<file path="src/rtl/sdram_seq.sv">
module sdram_seq #(
  parameter int CLK_MHZ  = 100,
  parameter int INIT_CYC = 20000,
  parameter int T_RCD    = 2,
  parameter int T_RP     = 2,
  parameter int T_RFC    = 7,
  parameter int T_WR     = 2,
  parameter int T_MRD    = 2,
  parameter int BA_W     = 2,
  parameter int ROW_W    = 12,
  parameter int COL_W    = 8,
  parameter int DQ_W     = 32
) (
  input  logic                          clk,
  input  logic                          rst,
  input  logic                          cas_lat3,
  input  logic                          req_valid,
  output logic                          req_ready,
  input  logic                          req_we,
  input  logic [BA_W+ROW_W+COL_W-1:0]   req_addr,
  input  logic [DQ_W-1:0]               req_wdata,
  input  logic [DQ_W/8-1:0]             req_be,
  output logic                          rd_valid,
  output logic [DQ_W-1:0]               rd_data,
  output logic                          sd_cke,
  output logic                          sd_cs_n,
  output logic                          sd_ras_n,
  output logic                          sd_cas_n,
  output logic                          sd_we_n,
  output logic [BA_W-1:0]               sd_ba,
  output logic [ROW_W-1:0]              sd_addr,
  output logic [DQ_W/8-1:0]             sd_dqm,
  output logic [DQ_W-1:0]               sd_dq_out,
  output logic                          sd_dq_oe,
  input  logic [DQ_W-1:0]               sd_dq_in
);
  localparam int AW      = BA_W + ROW_W + COL_W;
  localparam int BEW     = DQ_W / 8;
  localparam int REF_INT = CLK_MHZ * 15625 / 1000;
  localparam int WW      = $clog2(INIT_CYC + T_RFC + T_WR + T_RP + 8);
  localparam int RW      = $clog2(REF_INT + 1);

  localparam logic [3:0] C_DES = 4'b1111;
  localparam logic [3:0] C_NOP = 4'b0111;
  localparam logic [3:0] C_ACT = 4'b0011;
  localparam logic [3:0] C_RD  = 4'b0101;
  localparam logic [3:0] C_WR  = 4'b0100;
  localparam logic [3:0] C_PRE = 4'b0010;
  localparam logic [3:0] C_REF = 4'b0001;
  localparam logic [3:0] C_MRS = 4'b0000;

  typedef enum logic [2:0] {ST_PWR, ST_RF1, ST_RF2, ST_LMR, ST_IDLE, ST_COL} st_t;

  st_t              st;
  logic [3:0]       cmd;
  logic [WW-1:0]    wcnt;
  logic [RW-1:0]    rcnt;
  logic             ref_pend;
  logic             cl3_q;
  logic             we_q;
  logic [COL_W-1:0] col_q;
  logic [DQ_W-1:0]  wd_q;
  logic [BEW-1:0]   be_q;
  logic [2:0]       rpipe;
  logic             cap;
  logic             run;

  assign {sd_cs_n, sd_ras_n, sd_cas_n, sd_we_n} = cmd;
  assign req_ready = (st == ST_IDLE) && (wcnt == '0) && !ref_pend;
  assign cap = cl3_q ? rpipe[2] : rpipe[1];
  assign run = (st == ST_IDLE) || (st == ST_COL);

  always_ff @(posedge clk) begin
    if (rst) begin
      st        <= ST_PWR;
      cmd       <= C_DES;
      wcnt      <= WW'(INIT_CYC);
      rcnt      <= RW'(REF_INT - 1);
      ref_pend  <= 1'b0;
      cl3_q     <= 1'b1;
      we_q      <= 1'b0;
      col_q     <= '0;
      wd_q      <= '0;
      be_q      <= '0;
      rpipe     <= '0;
      rd_valid  <= 1'b0;
      rd_data   <= '0;
      sd_cke    <= 1'b0;
      sd_ba     <= '0;
      sd_addr   <= '0;
      sd_dqm    <= '1;
      sd_dq_out <= '0;
      sd_dq_oe  <= 1'b0;
    end else begin
      sd_cke   <= 1'b1;
      cmd      <= C_NOP;
      sd_dq_oe <= 1'b0;
      sd_dqm   <= '0;
      rpipe    <= {rpipe[1:0], cmd == C_RD};
      rd_valid <= cap;
      if (cap) rd_data <= sd_dq_in;

      if (wcnt != '0) begin
        wcnt <= wcnt - 1'b1;
      end else begin
        case (st)
          ST_PWR: begin
            cmd     <= C_PRE;
            sd_ba   <= '0;
            sd_addr <= ROW_W'(1 << 10);
            wcnt    <= WW'(T_RP - 1);
            st      <= ST_RF1;
          end
          ST_RF1: begin
            cmd  <= C_REF;
            wcnt <= WW'(T_RFC - 1);
            st   <= ST_RF2;
          end
          ST_RF2: begin
            cmd  <= C_REF;
            wcnt <= WW'(T_RFC - 1);
            st   <= ST_LMR;
          end
          ST_LMR: begin
            cmd     <= C_MRS;
            sd_ba   <= '0;
            sd_addr <= ROW_W'({cas_lat3 ? 3'b011 : 3'b010, 4'b0000});
            cl3_q   <= cas_lat3;
            wcnt    <= WW'(T_MRD - 1);
            st      <= ST_IDLE;
          end
          ST_IDLE: begin
            if (ref_pend) begin
              cmd      <= C_REF;
              ref_pend <= 1'b0;
              wcnt     <= WW'(T_RFC - 1);
            end else if (req_valid) begin
              cmd     <= C_ACT;
              sd_ba   <= req_addr[AW-1 -: BA_W];
              sd_addr <= req_addr[COL_W +: ROW_W];
              col_q   <= req_addr[COL_W-1:0];
              we_q    <= req_we;
              wd_q    <= req_wdata;
              be_q    <= req_be;
              wcnt    <= WW'(T_RCD - 1);
              st      <= ST_COL;
            end
          end
          ST_COL: begin
            cmd       <= we_q ? C_WR : C_RD;
            sd_addr   <= ROW_W'(col_q) | ROW_W'(1 << 10);
            sd_dq_oe  <= we_q;
            sd_dq_out <= wd_q;
            sd_dqm    <= we_q ? ~be_q : '0;
            wcnt      <= we_q ? WW'(T_WR + T_RP - 1)
                              : (cl3_q ? WW'(3 + T_RP - 1) : WW'(2 + T_RP - 1));
            st        <= ST_IDLE;
          end
          default: st <= ST_PWR;
        endcase
      end

      if (run) begin
        if (rcnt == '0) begin
          rcnt     <= RW'(REF_INT - 1);
          ref_pend <= 1'b1;
        end else begin
          rcnt <= rcnt - 1'b1;
        end
      end
    end
  end
endmodule

</file>
<file path="config.mk">
export PLATFORM = sky130hd
export DESIGN_NAME = sdram_seq
export DESIGN_NICKNAME = d
export VERILOG_FILES = /design/src/rtl/sdram_seq.sv
export SDC_FILE = /design/constraint.sdc
export NUM_CORES = 1
export LEC_CHECK = 0
export ABC_AREA = 1
export BUFFER_PORTS_ARGS = -buffer_cell sky130_fd_sc_hd__buf_4
export CORE_MARGIN = 4
export CORE_UTILIZATION = 40
export CTS_BUF_LIST = sky130_fd_sc_hd__clkbuf_16
export CTS_CLUSTER_DIAMETER = 80
export DETAILED_ROUTE_END_ITERATION = 7
export HOLD_SLACK_MARGIN = 0.12
export PLACE_DENSITY = 0.75
export SLEW_MARGIN = 20
export SYNTH_ARGS = -nofsm -noshare
export SYNTH_HDL_FRONTEND = slang
export SYNTH_SLANG_ARGS = --single-unit
</file>
<file path="constraint.sdc">
create_clock -name clk -period 1.5 [get_ports clk]
set_clock_uncertainty 0.15 [all_clocks]
set_input_delay 0.15 -clock clk [delete_from_list [all_inputs] [get_ports clk]]
set_output_delay 0.15 -clock clk [all_outputs]
set_load 0.02 [all_outputs]
</file>
==> Yosys cells after proc, flatten, opt, wreduce, memory -nomap -nowiden <==
Cells that the tools add are included.
{ "word_totals": {"regBits": 168, "output_inout_bits": 90, "word_cells": 88} }
{ "classes": {"n_addsub": 2, "n_eq_ne": 9, "muxes": 30, "n_bitwise": 4, "reduce_logical": 23} }
{ "ops": {"columns": ["op", "n"], "rows": [
  ["$pmux 15 s4", 1],
  ["$pmux 12 s4", 1],
  ["$mux 15", 3],
  ["$pmux 3 s5", 2],
  ["$mux 12", 2],
  ["$mux 3", 6],
  ["$logic_not 15->1", 1],
  ["$reduce_bool 15->1", 1],
  ["$sub 15x1->15 const B", 1],
  ["$mux 4", 3],
  ["$reduce_and 4->1", 3],
  ["$logic_not 11->1", 1],
  ["$mux 11", 1],
  ["$sub 11x1->11 const B", 1],
  ["$mux 1", 8],
  ["$reduce_or 2->1", 4],
  ["$eq 3x2->1 const B", 2],
  ["$eq 3x3->1 const B", 2],
  ["$reduce_and 2->1", 3],
  ["$reduce_bool 5->1", 1],
  ["$eq 4x3->1 const B", 1],
  ["$mux 2", 2],
  ["$ne 2x2->1 const B", 2],
  ["$ne 4x3->1 const B", 1],
  ["other kinds (12)", 15]
]} }

==> Longest topological paths before layout <==
{ "depth": {"word_depth": 5, "depth_mapped": 11, "depth_no_buf": 10} }

==> Worst setup path before layout <==
Ideal clock, no wire load.
{ "synth_path": {"kind": "reg2out", "start": "register wcnt[0]", "end": "output req_ready", "arrival_time_ns": 1.556, "t_required_ns": 1.200, "setup_slack_ns": -0.356, "stages_incl_launch_ff": 8, "path_buffers": 1, "cell_sequence": "dfxtp_1 inv_1 ha_1 nand2_1 nor2_4 nand2_4 clkbuf_1 nor3_1"} }
{ "synth_via": {"elab_chain_len": 3} }
{ "synth_rtl": {"columns": ["element", "line", "source"], "rows": [
  ["start, declared", "56", "logic [WW-1:0] wcnt;"],
  ["start signal, assigned", "77", "wcnt <= WW'(INIT_CYC);"],
  ["start signal, assigned", "104", "wcnt <= wcnt - 1'b1;"],
  ["start signal, assigned", "111", "wcnt <= WW'(T_RP - 1);"],
  ["$logic_not 15->1", "69", "assign req_ready = (st == ST_IDLE) && (wcnt == '0) && !ref_pend;"],
  ["$logic_and 1x1->1 (2 in series)", "69", null],
  ["end, declared", "18", "output logic req_ready,"]
]} }
Every way passes these cells.

==> Final worst setup path <==
{ "layout_path": {"start": "register wcnt[1]", "end": "register wcnt[10]"} }
{ "layout_via": {"elab_chain_len": 3, "elab_cells_between_ends": 6} }
{ "layout_rtl": {"columns": ["element"], "rows": [
  ["branches (longest 3 deep; another with $sub 15x1->15)"]
]} }
Parallel ways; which one is timed is not known.
A chain may end at the register's enable or synchronous reset.

==> results.yml <==
setup_path:
  cp-startpoint: "wcnt[1]$_SDFFE_PP0P_"
  critPathLaunchType: "flop"
  critPathMaxStageDelay_ps: 330
  setup.worst_path.class: "reg -> reg"
  end_kind: "flop"
  cp_cell_sequence: "inv_2, ha_4, buf_4, buf_6, inv_1, nor2_2, nand3_2, nor2_4, buf_6, buf_12, buf_12, a21oi_1, o21ai_1, nand2_1"
  worstPathArrival_ps: 2120
  cp_slowest_cell: "dfxtp_2"
  reg2reg_from: "wcnt[1]$_SDFFE_PP0P_"
  path_max_fanout: 5
  r2r_cells: 14
  required_ps: 1670
power_and_ir_drop:
  p_leak_nw: 5.19
  ir_drop_uv: 708
  cellPowerDensity_mw_per_mm2: 858
  power_mw: 10.1
min_path:
  min_path_cells: 6
  hp-class: "in -> reg"
  hp-start: "req_valid"
clock_tree:
  clk_latency_ps: 430
  cts_tree: "done"
  cts.sinks: 168
  htreeDepth: 4
  cts_buffer_depth: 2
  cts-buffers-inserted: 17
  cts.reportedPaths.clkPinSlew_ps: 70
  cts_root_buf: "clkbuf_16"
yosys:
  synth_top_area_share_pct: 49.0
  synth_nets: 1027
  ys_ff_latch: 168
  synth_area_mm2: 0.00686
  ys_types: 32
  synth_enable_flop_cells: 0
  async_flop_share_pct: 0
  synth-main-ff-cell: "dfxtp_1"
  synth_area_leaders: "dfxtp_1 (49%), nor2_1 (13%), nand2_1 (7.8%)"
  syn-mean-instance-area_um2: 7.40
  synth.largest_area_cell: "dfxtp_1"
  synth-warning-count: 0
  yosysSeqAreaShare_pct: 49.0
  synthCells: 928
layout:
  area_growth_pct: 70.7
  fill_cells: 1175
  final_core_util_pct: 70.2
  drive_gt1_share_pct: 35.2
  fin_nets: 1386
die:
  die_w_um: 139
  die_h_um: 139
  initial_utilization_pct: 41.1
  fp-row-count: 47
  die_area_mm2: 0.0193
  pin_count: 185
  core_area_mm2: 0.0167
timing:
  max_clock_freq_ghz: 0.512
  rsz0062_at_grt: "true"
  report.final.hold_viol_count: 0
  maxSlewViolCount: 0
  hold_slack_ps: 148
  worst_pin_slew_ps: 350
  relSlewSlack_pct: 76.7
  setup_violations: 129
  layout_worst_path_cycle_share_pct: 130
  setup_ws_ps: -454
  finalCriticalPeriod_ps: 1950
run_status:
  violations: "negative setup slack"
  status: "complete, but fails checks"
placed_design:
  dp_slack_ps: -275
  port_buffers: 184
  hpwlAfterDp_um: 12600
  place_congestion: 0.866
global_route:
  top_usage_layer: "met2"
  met3_usage_pct: 6.34
  grtUsageMet1_pct: 27.0
  use_met2_pct: 41.9
  grt_antenna_before_repair: 0
  grt_pass1_vias: 7601
  grt_util_all_layers_pct: 23.7
  grt_pass1_wl_um: 37600
  grt_overflow: 0
  grt_max_degree: 61
routing:
  wl_um: 24600
  drtAntennaViolNets: 0
  num_vias: 7546
  first_pass_iters: 7
  drt-initial-drc-count: 399
  wl_per_cell_um: 16.2
  via_per_inst: 4.96
  route.detailed.drc: 0
flow_run:
  drv_cap: 0
==> layout make-up <==
class / instances / area, um^2 / share of cell area (%)
diodes: 1 / 2.50 / 0.0214
inverters: 73 / 278 / 2.37
flip-flops and latches: 168 / 3380 / 28.8
clock buffers: 17 / 425 / 3.63
repair buffers: 391 / 3620 / 30.9
multi-input cells: 636 / 3580 / 30.5
clock inverters: 15 / 163 / 1.39
well taps: 220 / 275 / 2.35
==> layout by cell type, fill, tap and decap left out, types with 3 or more instances in the layout <==
cell type / netlist / routed
clkinv_2: 0 / 4
buf_16: 0 / 5
buf_4: 0 / 251
a21oi_1: 43 / 39
nand2_1: 143 / 129
nand3_2: 0 / 5
dfxtp_2: 0 / 5
nand4_1: 5 / 5
nor2_4: 4 / 46
clkbuf_16: 0 / 18
nor3_4: 1 / 4
ha_1: 4 / 3
xor2_1: 6 / 6
nor3_1: 10 / 5
inv_6: 0 / 6
buf_12: 0 / 18
nand3b_1: 45 / 45
nand2_4: 1 / 4
o21ai_1: 17 / 28
xnor2_1: 5 / 5
dlygate4sd3_1: 0 / 93
nor2_2: 8 / 19
nand3_1: 33 / 26
inv_1: 70 / 62
inv_2: 3 / 9
buf_6: 4 / 21
dfxtp_1: 168 / 161
nor3_2: 1 / 3
nor2_1: 229 / 176
a21oi_2: 1 / 4
nand2_2: 2 / 11
o21ai_0: 69 / 54
==> path summary, 6_finish.rpt <==
path                      endpoint  slack [ps]
max          wcnt[10]$_SDFFE_PP1P_        -450
min             st[1]$_SDFFE_PP0P_         150
max reg2reg  wcnt[10]$_SDFFE_PP1P_        -450
min reg2reg    rpipe[1]$_SDFF_PP0_         260
==> flip-flops by register name, indices dropped and copies added (netlist names), 2 cells and up <==
signal / cells
be_q: 4
cmd: 4
col_q: 8
rcnt: 11
rd_data: 32
rpipe: 3
sd_addr: 12
sd_ba: 2
sd_dq_out: 32
sd_dqm: 4
st: 3
wcnt: 15
wd_q: 32
==> synthesized netlist by cell type, drive strengths merged (4+ instances only) <==
master,instances
nor2,241
dfxtp,168
nand2,146
o21ai,86
inv,73
nand3b,45
a21oi,44
nand3,33
buf,27
clkbuf,24
nor3,12
xor2,6
nand4,5
xnor2,5
ha,4
==> what timing repair did <==
| item | CTS | global route |
|---|---|---|
| setup buffers | 16 | 14 |
| hold buffers | 93 | 0 |
| pin swaps | 33 | 37 |
| setup endpoints to repair | 124 | 134 |
| gates resized for setup | 130 | 71 |
| endpoints found under the hold margin | 110 | 0 |
| gates cloned | 10 | 2 |
==> stage by stage <==
| stage | cell area, um^2 | setup TNS [ps] | std cells |
|---|---|---|---|
| floorplan | 6940 | -9300 | 928 |
| global placement | 9040 | -14670 | 1356 |
| detailed placement | 9040 | -18090 | 1356 |
| CTS | 11400 | -32930 | 1507 |
| global route | 11700 | -47970 | 1520 |
| finish | 11700 | -38700 | 1521 |
==> cells by family after synthesis <==
group / synth area share [%]
and+or+nand+nor: 31.6
adders and majority gates: 0.729
buffers and inverters: 7.46
DFF: 49.0
AOI/OAI and AO/OA: 9.77
xor gates and xnor gates: 1.40
==> critical path, delay by kind of cell, from the launching register on <==
kind / cells / cell delay (ps)
buffers and inverters: 7 / 660
AND/OR/NAND/NOR: 4 / 440
flip-flops: 1 / 330
adder cells (fa/ha/maj): 1 / 140
AO/OA/AOI/OAI: 2 / 110
==> per-layer routing <==
metal,up-vias,wire [um]
met3,56,1830
met1,3492,9650
met2,326,12400
li1,3672,-
met5,-,0
met4,0,731
==> power by group <==
group          internal, mW  total (mW)  switching, mW
sequential             4.50        4.54         0.0330
combinational         0.603        1.04          0.437
clock                  2.49        4.48           1.99
(Power assumes the default switching activity.)
